File: src/rtl/rspq_pkg.sv
package rspq_pkg;
  // Reason an accepted record requests an interrupt
  typedef enum logic [1:0] {
    IRQ_NONE  = 2'b00,
    IRQ_EDGE  = 2'b01,
    IRQ_FORCE = 2'b10,
    IRQ_BOTH  = 2'b11
  } irq_cause_e;
endpackage

File: src/rtl/rspq_store.sv
module rspq_store #(
  parameter  int W     = 12,
  parameter  int DEPTH = 8,
  localparam int PTR_W = (DEPTH > 1) ? $clog2(DEPTH) : 1,
  localparam int LVL_W = $clog2(DEPTH + 1)
) (
  input  logic             clk,
  input  logic             rst,
  input  logic             wr_en,
  input  logic [W-1:0]     wr_data,
  input  logic             rd_en,
  output logic [W-1:0]     rd_data,
  output logic [LVL_W-1:0] level,
  output logic             empty,
  output logic             full
);
  localparam bool_pow2 = ((1 << PTR_W) == DEPTH);

  logic [W-1:0]     mem [DEPTH];
  logic [PTR_W-1:0] wr_ptr, rd_ptr, wr_nxt, rd_nxt;

  generate
    if (bool_pow2) begin : g_wrap_free
      assign wr_nxt = wr_ptr + 1'b1;
      assign rd_nxt = rd_ptr + 1'b1;
    end else begin : g_wrap_cmp
      assign wr_nxt = (wr_ptr == PTR_W'(DEPTH - 1)) ? '0 : wr_ptr + 1'b1;
      assign rd_nxt = (rd_ptr == PTR_W'(DEPTH - 1)) ? '0 : rd_ptr + 1'b1;
    end
  endgenerate

  // storage without reset so it maps to RAM
  always_ff @(posedge clk) begin
    if (wr_en) mem[wr_ptr] <= wr_data;
  end

  always_ff @(posedge clk) begin
    if (rst) begin
      wr_ptr <= '0;
      rd_ptr <= '0;
      level  <= '0;
    end else begin
      if (wr_en) wr_ptr <= wr_nxt;
      if (rd_en) rd_ptr <= rd_nxt;
      case ({wr_en, rd_en})
        2'b10:   level <= level + 1'b1;
        2'b01:   level <= level - 1'b1;
        default: level <= level;
      endcase
    end
  end

  assign rd_data = mem[rd_ptr];
  assign empty   = (level == '0);
  assign full    = (level == LVL_W'(DEPTH));
endmodule

File: src/rtl/rspq_admit.sv
module rspq_admit (
  input  logic clk,
  input  logic rst,
  input  logic push_valid,
  input  logic pop_req,
  input  logic q_empty,
  input  logic q_full,
  output logic do_push,
  output logic do_pop,
  output logic overflow
);
  logic dropped;

  // a pop on an empty queue is ignored; a pop frees room for a push in the same cycle
  assign do_pop  = pop_req & ~q_empty;
  assign do_push = push_valid & (~q_full | do_pop);
  assign dropped = push_valid & ~do_push;

  always_ff @(posedge clk) begin
    if (rst)          overflow <= 1'b0;
    else if (dropped) overflow <= 1'b1;
  end
endmodule

File: src/rtl/rspq_irq_gen.sv
module rspq_irq_gen
  import rspq_pkg::*;
(
  input  logic clk,
  input  logic rst,
  input  logic do_push,
  input  logic q_empty,
  input  logic rec_force,
  input  logic cfg_force_en,
  output logic irq_pulse
);
  irq_cause_e cause;

  always_comb begin
    cause = IRQ_NONE;
    if (do_push) begin
      case ({rec_force & cfg_force_en, q_empty})
        2'b01:   cause = IRQ_EDGE;
        2'b10:   cause = IRQ_FORCE;
        2'b11:   cause = IRQ_BOTH;
        default: cause = IRQ_NONE;
      endcase
    end
  end

  // both causes in one cycle merge into a single pulse
  always_ff @(posedge clk) begin
    if (rst) irq_pulse <= 1'b0;
    else     irq_pulse <= (cause != IRQ_NONE);
  end
endmodule

File: src/rtl/rspq_irq_moderator.sv
module rspq_irq_moderator #(
  parameter  int TAG_W  = 8,
  parameter  int STAT_W = 4,
  parameter  int DEPTH  = 8,
  localparam int REC_W  = TAG_W + STAT_W,
  localparam int LVL_W  = $clog2(DEPTH + 1)
) (
  input  logic              clk,
  input  logic              rst,
  input  logic              cfg_force_en,
  input  logic              push_valid,
  input  logic [TAG_W-1:0]  push_tag,
  input  logic [STAT_W-1:0] push_status,
  input  logic              push_force,
  input  logic              pop_req,
  output logic              rsp_valid,
  output logic [TAG_W-1:0]  rsp_tag,
  output logic [STAT_W-1:0] rsp_status,
  output logic              rsp_err,
  output logic [LVL_W-1:0]  rsp_level,
  output logic              rsp_overflow,
  output logic              irq_pulse
);
  logic             q_empty, q_full, do_push, do_pop;
  logic [REC_W-1:0] head;

  rspq_admit admit_i (
    .clk        (clk),
    .rst        (rst),
    .push_valid (push_valid),
    .pop_req    (pop_req),
    .q_empty    (q_empty),
    .q_full     (q_full),
    .do_push    (do_push),
    .do_pop     (do_pop),
    .overflow   (rsp_overflow)
  );

  rspq_store #(.W(REC_W), .DEPTH(DEPTH)) store_i (
    .clk     (clk),
    .rst     (rst),
    .wr_en   (do_push),
    .wr_data ({push_status, push_tag}),
    .rd_en   (do_pop),
    .rd_data (head),
    .level   (rsp_level),
    .empty   (q_empty),
    .full    (q_full)
  );

  rspq_irq_gen irq_i (
    .clk          (clk),
    .rst          (rst),
    .do_push      (do_push),
    .q_empty      (q_empty),
    .rec_force    (push_force),
    .cfg_force_en (cfg_force_en),
    .irq_pulse    (irq_pulse)
  );

  assign rsp_valid  = ~q_empty;
  assign rsp_tag    = head[TAG_W-1:0];
  assign rsp_status = head[REC_W-1:TAG_W];
  assign rsp_err    = rsp_valid & (rsp_status != '0);
endmodule

File: config.mk
export PLATFORM = sky130hd
export DESIGN_NAME = rspq_irq_moderator
export DESIGN_NICKNAME = d
export VERILOG_FILES = /design/src/rtl/rspq_pkg.sv /design/src/rtl/rspq_store.sv /design/src/rtl/rspq_admit.sv /design/src/rtl/rspq_irq_gen.sv /design/src/rtl/rspq_irq_moderator.sv
export SDC_FILE = /design/constraint.sdc
export NUM_CORES = 1
export LEC_CHECK = 0
export BUFFER_PORTS_ARGS = -buffer_cell sky130_fd_sc_hd__buf_2
export CORE_MARGIN = 2
export CORE_UTILIZATION = 50
export DETAILED_ROUTE_END_ITERATION = 16
export PLACE_DENSITY_LB_ADDON = 0.05
export RECOVER_POWER = 50
export SLEW_MARGIN = 20
export SYNTH_ARGS = -nofsm -noshare
export SYNTH_HDL_FRONTEND = slang
export SYNTH_SLANG_ARGS = --single-unit
File: constraint.sdc
create_clock -name clk -period 2.9 [get_ports clk]
set_input_delay 0.29 -clock clk [delete_from_list [all_inputs] [get_ports clk]]
set_output_delay 0.29 -clock clk [all_outputs]
set_load 0.03 [all_outputs]
After elaboration in Yosys (flattened, before gate mapping):

Memory sizes are Yosys's and may differ from the RTL's. A register that Yosys moved wholly into a read port is not among the register bits.
Cells that the tools add are included.

* input bits: 18
* word-level logic and storage cells: 36
* bits in registers: 12
* memories kept: 1
* output and inout bits: 20
* RAM bits: 96

Memories
* store_i.mem: depth 8, width 12, read ports 1, clocked after Yosys merged registers in 1, wr ports 1, RTL line rspq_store.sv:19 `logic [W-1:0] mem [DEPTH];`

* add/sub/neg operators: 4
* equal/unequal tests: 6
* reduce and logical (&&, ||, !) cells: 4
* mux-type cells: 7
* bitwise logic cells: 9

Operators with widths (count)
* $pmux W4 S2: 1
* $add A3 B1 Y3 const B: 2
* $eq A2 B2 Y1 const B: 3
* $mux W3: 2
* $pmux W2 S3: 1
* $and A1 B1 Y1: 5
* $add A4 B1 Y4 const B: 1
* $eq A2 B1 Y1 const B: 2
* $eq A4 B4 Y1 const B: 1
* $logic_not A4 Y1: 1
* $reduce_bool A2 Y1: 2
* $reduce_bool A4 Y1: 1
* $sub A4 B1 Y4 const B: 1
* $not A1 Y1: 3
* $mux W1: 2
* $mux W2: 1
* $or A1 B1 Y1: 1

Longest topological paths before layout:

Gate-level depths: netlist of run 1.

* depth in word-level cells: 7
* depth in mapped cells: 9
* mapped depth without buffers: 8

Modules after synthesis:

A second synthesis of run 1 with hierarchy kept.

* cells, all modules: 221
* area total of the unflattened synthesis: 4415.5 µm²

Modules (own cells, without submodules)
* rspq_store: instances 1, cells each 209, area an instance 4309.1 µm², seq. area each 3143.0 µm²
* rspq_admit: instances 1, cells each 6, area an instance 55.1 µm², seq. area each 20.0 µm²
* rspq_irq_gen: instances 1, cells each 3, area an instance 37.5 µm², seq. area each 20.0 µm²
* rspq_irq_moderator: instances 1, cells each 3, area an instance 13.8 µm², seq. area each 0.0 µm²

Least setup slack after synthesis of run 1:

Ideal clock, no wire load.

* path type: register to register
* start: reg store_i.level[1]
* end: reg store_i.level[3]
* path slack: 248 ps
* cell stages (with the launch flop): 10
* library setup time: 79 ps
* data required time: 2821 ps
* data arrival time: 2573 ps
* path buffers: 1
* period minus slack after synthesis: 2652 ps
* cells stage by stage: dfxtp_1 -> or4_1 -> clkbuf_1 -> nand2_1 -> inv_1 -> ha_1 -> a21o_1 -> a2111oi_0 -> a22oi_1 -> o211ai_1

* longest elaborated chain between the ends: 7
* elaborated cells on any way between the ends: 13
* classes of those cells: 2 x add/sub; 3 x eq/ne; 1 x mux; 5 x bitwise; 2 x reduce/logical

Ends and longest elaborated chain
* start: declaration: RTL line rspq_store.sv:13 `output logic [LVL_W-1:0] level,`
* start signal: assignment: RTL line rspq_store.sv:46 `2'b10: level <= level + 1'b1;`
* start signal: assignment: RTL line rspq_store.sv:47 `2'b01: level <= level - 1'b1;`
* start signal: assignment: RTL line rspq_store.sv:48 `default: level <= level;`
* $logic_not A4 Y1 *: RTL line rspq_store.sv:54 `assign empty = (level == '0);`
* $not A1 Y1 *
* via rsp_valid: RTL line rspq_irq_moderator.sv:16 `output logic rsp_valid,`
* $and A1 B1 Y1 *: RTL line rspq_admit.sv:15 `assign do_pop = pop_req & ~q_empty;`
* $or A1 B1 Y1: RTL line rspq_admit.sv:16 `assign do_push = push_valid & (~q_full | do_pop);`
* $and A1 B1 Y1: RTL line rspq_admit.sv:16
* $eq A2 B1 Y1 or $eq A2 B2 Y1 (tied branches): RTL line rspq_store.sv:45 `case ({wr_en, rd_en})`
* $pmux W4 S2 or $reduce_bool A2 Y1 (tied branches)

The timed path passes the listed nets; every way through them passes the cells marked *.
A chain may end at the register's enable or synchronous reset.

==> impl_metrics.csv, run 1 <==
group,metric,value,unit
outcome,status,"completed",
final_layout,syn2layout_area_growth,12.34,%
floorplan,die_area,9607,µm²
clocking,clk_pin_slew,0.09,ns
synthesis,avgSynthCellArea,19.64,µm²
final_layout,n_antenna_cell,0,
final_layout,finish.utilization,57.49,%
setup_path,r2r_start,"store_i.level[1]",
clocking,post_cts_buffers,0,
placed_design,dp_cells,380,
placed_design,dpl-instance-area,4837,µm²
sta,fin_crit,2.665,ns
routing,drtAntennaViolNets,0,
power,cellLeakagePower,1.676,nW
hold_path,hold_path.class,"primary input to flip-flop",
final_layout,ff_latch_area,3184,µm²
synthesis,synthesis.nets,248,
synthesis,synth_top_area_share,65.23,%
global_routing,grt_usage,17.65,%
setup_path,start_kind,"flip-flop",
sta,slew-limit-headroom,39.33,%
sta,setup-tns-final,0,ns
setup_path,worstRegToRegCells,8,
synthesis,yosys-top-cells-count,"edfxtp_1 (96), nor2_1 (17), dfxtp_1 (15), mux4_2 (15), mux2_2 (13)",
global_routing,grt_start_max_net_pins,19,
synthesis,synthArstFlopShare,0,%
setup_path,path_delay_family,"multiplexers",
synthesis,yosysWarnings,0,
setup_path,r2r_end,"store_i.level[3]",
floorplan,num_rows,34,
synthesis,synth_area_leaders,"edfxtp_1 (65%), mux4_2 (7.6%), dfxtp_1 (6.8%)",
floorplan,die_x,98.02,µm
setup_path,path_max_fanout,10,
synthesis,ys_seq_elements,111,
synthesis,synth_edf_count,96,
sta,finalCritPeriodShare,91.89,%
routing,via_per_inst,5.520,
setup_path,worst-path-buf-inv,1,
global_routing,gr-total-overflow,0,
synthesis,yosysMostFrequentCell,"edfxtp_1",
setup_path,endpoint_kind,"output port",
run,drv_cap,0,
final_layout,fin_nets,306,
routing,drt_pass1_iterations,5,
power,vdd_drop_max,0.5153,mV
placed_design,dp_hpwl,5133,µm
setup_path,critPathArrivalTime,2.37,ns
sta,drv_slew,0,
power,power,3.789,mW
floorplan,die_y,98.02,µm
clocking,cts_tree,"yes",
sta,finalHoldViolCount,0,
global_routing,antenna_found_initial,0,
floorplan,start_util,51.17,%
synthesis,synth_top_cell_by_area,"edfxtp_1",
synthesis,synth_area,4419,µm²
hold_path,hold_path_depth,3,
setup_path,critical_path.slowest_cell,"mux4_1",
clocking,cts_max_level,3,
final_layout,multiInputGateArea,1161,µm²
synthesis,synth_cell_type_count,39,
setup_path,cp_cell_sequence,"mux4_1 > mux2_2 > o41a_1 > buf_2",
clocking,clock-sinks,111,
global_routing,grt_pass1_vias,2275,
setup_path,crit_type,"flip-flop to output port",
global_routing,grt_pass1_wl,12560,µm
floorplan,num_io_pins,38,
clocking,clock_tree.root_cell,"clkbuf_8",
synthesis,synth_seq_area_share,72.03,%
sta,rsz0062_at_grt,"no",
routing,wl_per_cell,19.77,µm
sta,fin_skew,0.009668,ns
placed_design,place_congestion,0.8371,
final_layout,drive_above_1_share,29.17,%
final_layout,fin_area,4965,µm²
routing,dr.first_iter.drc_count,61,
sta,fmax,0.3753,GHz
final_layout,fin_cells,396,
placed_design,io_buffers,37,
routing,drc,0,
setup_path,critPathRequiredTime,2.61,ns
routing,vias,2186,
synthesis,ys.flop_type,"edfxtp_1",
routing,drt_wl_total,7829,µm
setup_path,r2r_slack,0.36,ns
floorplan,core,8636,µm²
setup_path,worst_path_largest_cell_delay,0.60,ns
final_layout,nFillCells,702,
sta,setup_viol,0,
synthesis,syn_inst,225,
sta,worst_pin_slew,0.8983,ns
clocking,hold_buffers,0,
clocking,cts_buffer_depth,2,
hold_path,worst_hold_path.endpoint,"irq_i.irq_pulse",
power,power.density,763.2,nW/µm²
hold_path,hp-start,"cfg_force_en",
clocking,cts_made_buffers,9,
clocking,worstSkewPairLatency,0.36,ns
worst register-to-register path, cell delays in order, from the launching register on:
cell and delay [ns]:
dfxtp_1 0.37, or4_1 0.69, nand2_1 0.21, inv_1 0.08, ha_1 0.27, a21o_1 0.20, a2111oi_0 0.39, a22oi_1 0.15
o211ai_1 0.11
per-stage QoR:
step           hold slack (ns)  setup WS, ns
3_5_place_dp            0.4535        0.3617
5_1_grt                 0.2164        0.1143
6_report                0.1936        0.2352
3_3_place_gp            0.4493        0.4209
2_1_floorplan           0.3889        0.2480
4_1_cts                 0.1687        0.1972
timing repair:
action	4_1_cts	5_1_grt
endpoints found under the setup margin	1	0
gates resized for setup	1	0
endpoints found under the hold margin	0	0
where the power goes:
group | leakage, nW | switching, mW | total (mW) | internal (mW)
sequential | 0.995 | 0.0779 | 1.91 | 1.83
combinational | 0.594 | 0.639 | 1.06 | 0.421
clock | 0.0870 | 0.502 | 0.820 | 0.318
total | 1.68 | 1.22 | 3.79 | 2.57
layout by cell type, fill, tap and decap left out, drive strengths merged:
cell type	count
nor2b	2
o21ai	1
nand2	5
inv	5
clkinv	3
buf	37
fa	1
and2	1
o31ai	1
o41a	1
dfxtp	15
a211oi	2
a21oi	2
nand2b	3
o211ai	4
or2	1
nor3	2
a22oi	1
nor2	17
o41ai	1
mux2	13
edfxtp	96
clkbuf	29
and3	1
xor2	3
a21o	2
mux4	24
or4	1
xnor2	1
nand3	1
ha	4
clkinvlp	1
a221oi	1
or3	1
a2111oi	1
a21boi	1
nand4b	1
mux2i	2
worst max-delay path by stage:
stage / slack, ns / from / end / cells past startpoint
2_1_floorplan: 0.25 / store_i.level[1] / store_i.level[3] / 9
3_3_place_gp: 0.42 / store_i.level[1] / store_i.level[3] / 8
3_5_place_dp: 0.36 / store_i.level[1] / store_i.level[3] / 8
4_1_cts: 0.20 / flip-flop / rsp_err / 4
5_1_grt: 0.11 / flip-flop / rsp_err / 4
6_report: 0.24 / flip-flop / rsp_err / 4
sequential cells by signal, indices dropped and copies added, names as in the netlist, named ones only:
signal            cells
store_i.level         4
admit_i.overflow      1
store_i.rd_ptr        3
store_i.mem          96
irq_i.irq_pulse       1
store_i.wr_ptr        3
kinds of logic (layout without fill, tap and decap cells):
kind of cell    count (synthesis)  in the layout  synth area share (%)
flops                         111            111                 72.03
fa+ha+maj                       5              5                 1.586
xor+xnor                        4              4                0.7929
simple gates                   36             36                 3.851
buf+inv                        12             75                 1.500
compound gates                 18             18                 3.483
mux                            39             39                 16.76
cell type report:
type                            instances  share of cell area, %
Timing Repair Buffer                   56                  6.074
Inverter                                3                 0.2268
Tap cell                              108                  2.722
Multi-Input combinational cell        102                  23.39
Clock inverter                          6                 0.8821
Clock buffer                           10                  2.571
Sequential cell                       111                  64.14
per-layer routing:
metal	global-route usage, %	vias up	wire, µm
met5	0	-	0
met4	6.090	0	114
met3	3.221	10	250
met2	29.08	41	3945
met1	23.98	1103	3519
li1	-	1032	-
No activity file was read; power rests on OpenSTA's default activity.
==> run 2, diff against run 1 <==
- CELL_PAD_IN_SITES_DETAIL_PLACEMENT: not set -> 1
- CELL_PAD_IN_SITES_GLOBAL_PLACEMENT: not set -> 1
- RECOVER_POWER: 50 -> not set
==> run 2 against run 1 <==
Compared with the run above: critical path depth unchanged; combinational power grew 4%; utilization up 0.19 points; cell count is 1.0% lower; sequential cell count is the same; critical endpoint unchanged; highest routed layer unchanged.
==> impl_metrics.csv, run 2 (synthesis results as in run 1) <==
group,metric,value,unit
clocking,cts_tree,"yes",
clocking,worstSkewPairLatency,0.37,ns
setup_path,crit_type,"flip-flop to output port",
sta,finalHoldViolCount,0,
clocking,clock_tree.root_cell,"clkbuf_8",
global_routing,grt_pass1_wl,13100,µm
setup_path,cp_cell_sequence,"mux4_1 > mux2_2 > o41a_1 > buf_2",
final_layout,finish.utilization,57.68,%
final_layout,fin_cells,392,
clocking,cts_made_buffers,9,
final_layout,multiInputGateArea,1180,µm²
final_layout,n_antenna_cell,0,
routing,met1Wirelength,3830,µm
placed_design,io_buffers,37,
final_layout,regMostFlops,"store_i.mem",
sta,rsz0062_at_grt,"no",
floorplan,start_util,51.17,%
clocking,post_cts_buffers,0,
routing,drt_pass1_iterations,4,
sta,drv_slew,0,
final_layout,fin_area,4981,µm²
clocking,post_cts_resized,0,
routing,drtAntennaViolNets,0,
floorplan,die_y,98.02,µm
setup_path,critPathRequiredTime,2.61,ns
clocking,clk_pin_slew,0.10,ns
global_routing,grt_usage,18.60,%
sta,setup_viol,0,
setup_path,endpoint_kind,"output port",
setup_path,critPathArrivalTime,2.51,ns
global_routing,antenna_found_initial,0,
routing,met2WireLength,4090,µm
power,vdd_drop_max,0.5004,mV
routing,drc,0,
final_layout,fin_nets,302,
routing,drt_wl_total,8319,µm
setup_path,worst_path_largest_cell_delay,0.63,ns
global_routing,grt_start_max_net_pins,21,
placed_design,dp_cells,376,
sta,fmax,0.3577,GHz
placed_design,dpl-instance-area,4807,µm²
final_layout,final_cell_mix,"edfxtp_1 (96), buf_2 (37), nor2_1 (17)",
placed_design,dp_hpwl,5592,µm
floorplan,num_io_pins,38,
power,power.density,773.9,nW/µm²
placed_design,place_congestion,0.7933,
routing,routed.top_layer,"met4",
outcome,status,"completed",
global_routing,gr-total-overflow,0,
run,drv_cap,0,
sta,fin_skew,0.01117,ns
final_layout,syn2layout_area_growth,12.71,%
final_layout,nFillCells,787,
setup_path,r2r_end,"store_i.level[3]",
routing,wl_per_cell,21.22,µm
power,cellLeakagePower,1.711,nW
sta,finalCritPeriodShare,96.40,%
sta,setup-tns-final,0,ns
power,power,3.855,mW
clocking,cts_max_level,3,
setup_path,r2r_slack,0.45,ns
floorplan,die_area,9607,µm²
final_layout,mostFrequentLayoutCell,"edfxtp_1",
clocking,hold_buffers,0,
clocking,clock-sinks,111,
setup_path,worstRegToRegCells,8,
routing,vias,2200,
final_layout,ff_latch_area,3183,µm²
clocking,cts_buffer_depth,2,
setup_path,start_kind,"flip-flop",
sta,slew-limit-headroom,50.38,%
final_layout,top_regs,"store_i.mem (96), store_i.level (4)",
routing,route.met3.wl,262,µm
setup_path,endpoint,"rsp_err",
floorplan,die_x,98.02,µm
floorplan,core,8636,µm²
final_layout,largest_reg_flops,96,
setup_path,critical_path.slowest_cell,"dfxtp_1",
setup_path,r2r_start,"store_i.level[1]",
final_layout,drive_above_1_share,34.86,%
routing,dr.first_iter.drc_count,73,
hold_path,hold_path.class,"primary input to flip-flop",
setup_path,path_max_fanout,9,
global_routing,grt_pass1_vias,2379,
routing,via_per_inst,5.612,
sta,worst_pin_slew,0.7416,ns
floorplan,num_rows,34,
sta,fin_crit,2.796,ns
run 2: metal layers:
metal	track usage, %	up-vias
met3	4.868	13
met1	24.81	1133
met5	0	-
met2	29.98	38
met4	6.517	0
li1	-	1016
run 2: worst max-delay path, delay by kind of cell (launching register included):
| kind | cells | cell delay (ns) |
|---|---|---|
| mux | 2 | 0.89 |
| compound gates | 1 | 0.43 |
| flops | 1 | 0.63 |
| buf+inv | 1 | 0.19 |
run 2: worst min-delay path by stage:
stage	start	endpoint	slack (ns)	depth (start not counted)
floorplan	push_tag[0]	store_i.mem[0][0]	0.39	0
global placement	admit_i.overflow	admit_i.overflow	0.45	2
detailed placement	admit_i.overflow	admit_i.overflow	0.45	2
CTS	push_tag[7]	store_i.mem[4][7]	0.16	1
global route	push_tag[4]	store_i.mem[4][4]	0.17	1
finish	push_tag[7]	store_i.mem[4][7]	0.18	1
run 2: through the flow:
step / setup slack (ns) / hold slack, ns
after floorplan: 0.2480 / 0.3889
after global placement: 0.5101 / 0.4481
after detailed placement: 0.4637 / 0.4492
after CTS: 0.05704 / 0.1601
after global routing: 0.004821 / 0.1665
final: 0.1043 / 0.1757
run 2: layout make-up:
cell class	instances	area share, %
clock buffers	10	2.562
clock inverters	6	0.9294
inverters	3	0.2261
multi-input cells	102	23.69
flip-flops and latches	111	63.90
well taps	108	2.713
repair buffers	52	5.978
run 2: report_power, final:
group | switching, mW | total (mW) | internal, mW
Combinational | 0.653 | 1.10 | 0.450
Clock | 0.519 | 0.836 | 0.317
Sequential | 0.0855 | 1.92 | 1.83
Total | 1.26 | 3.86 | 2.60
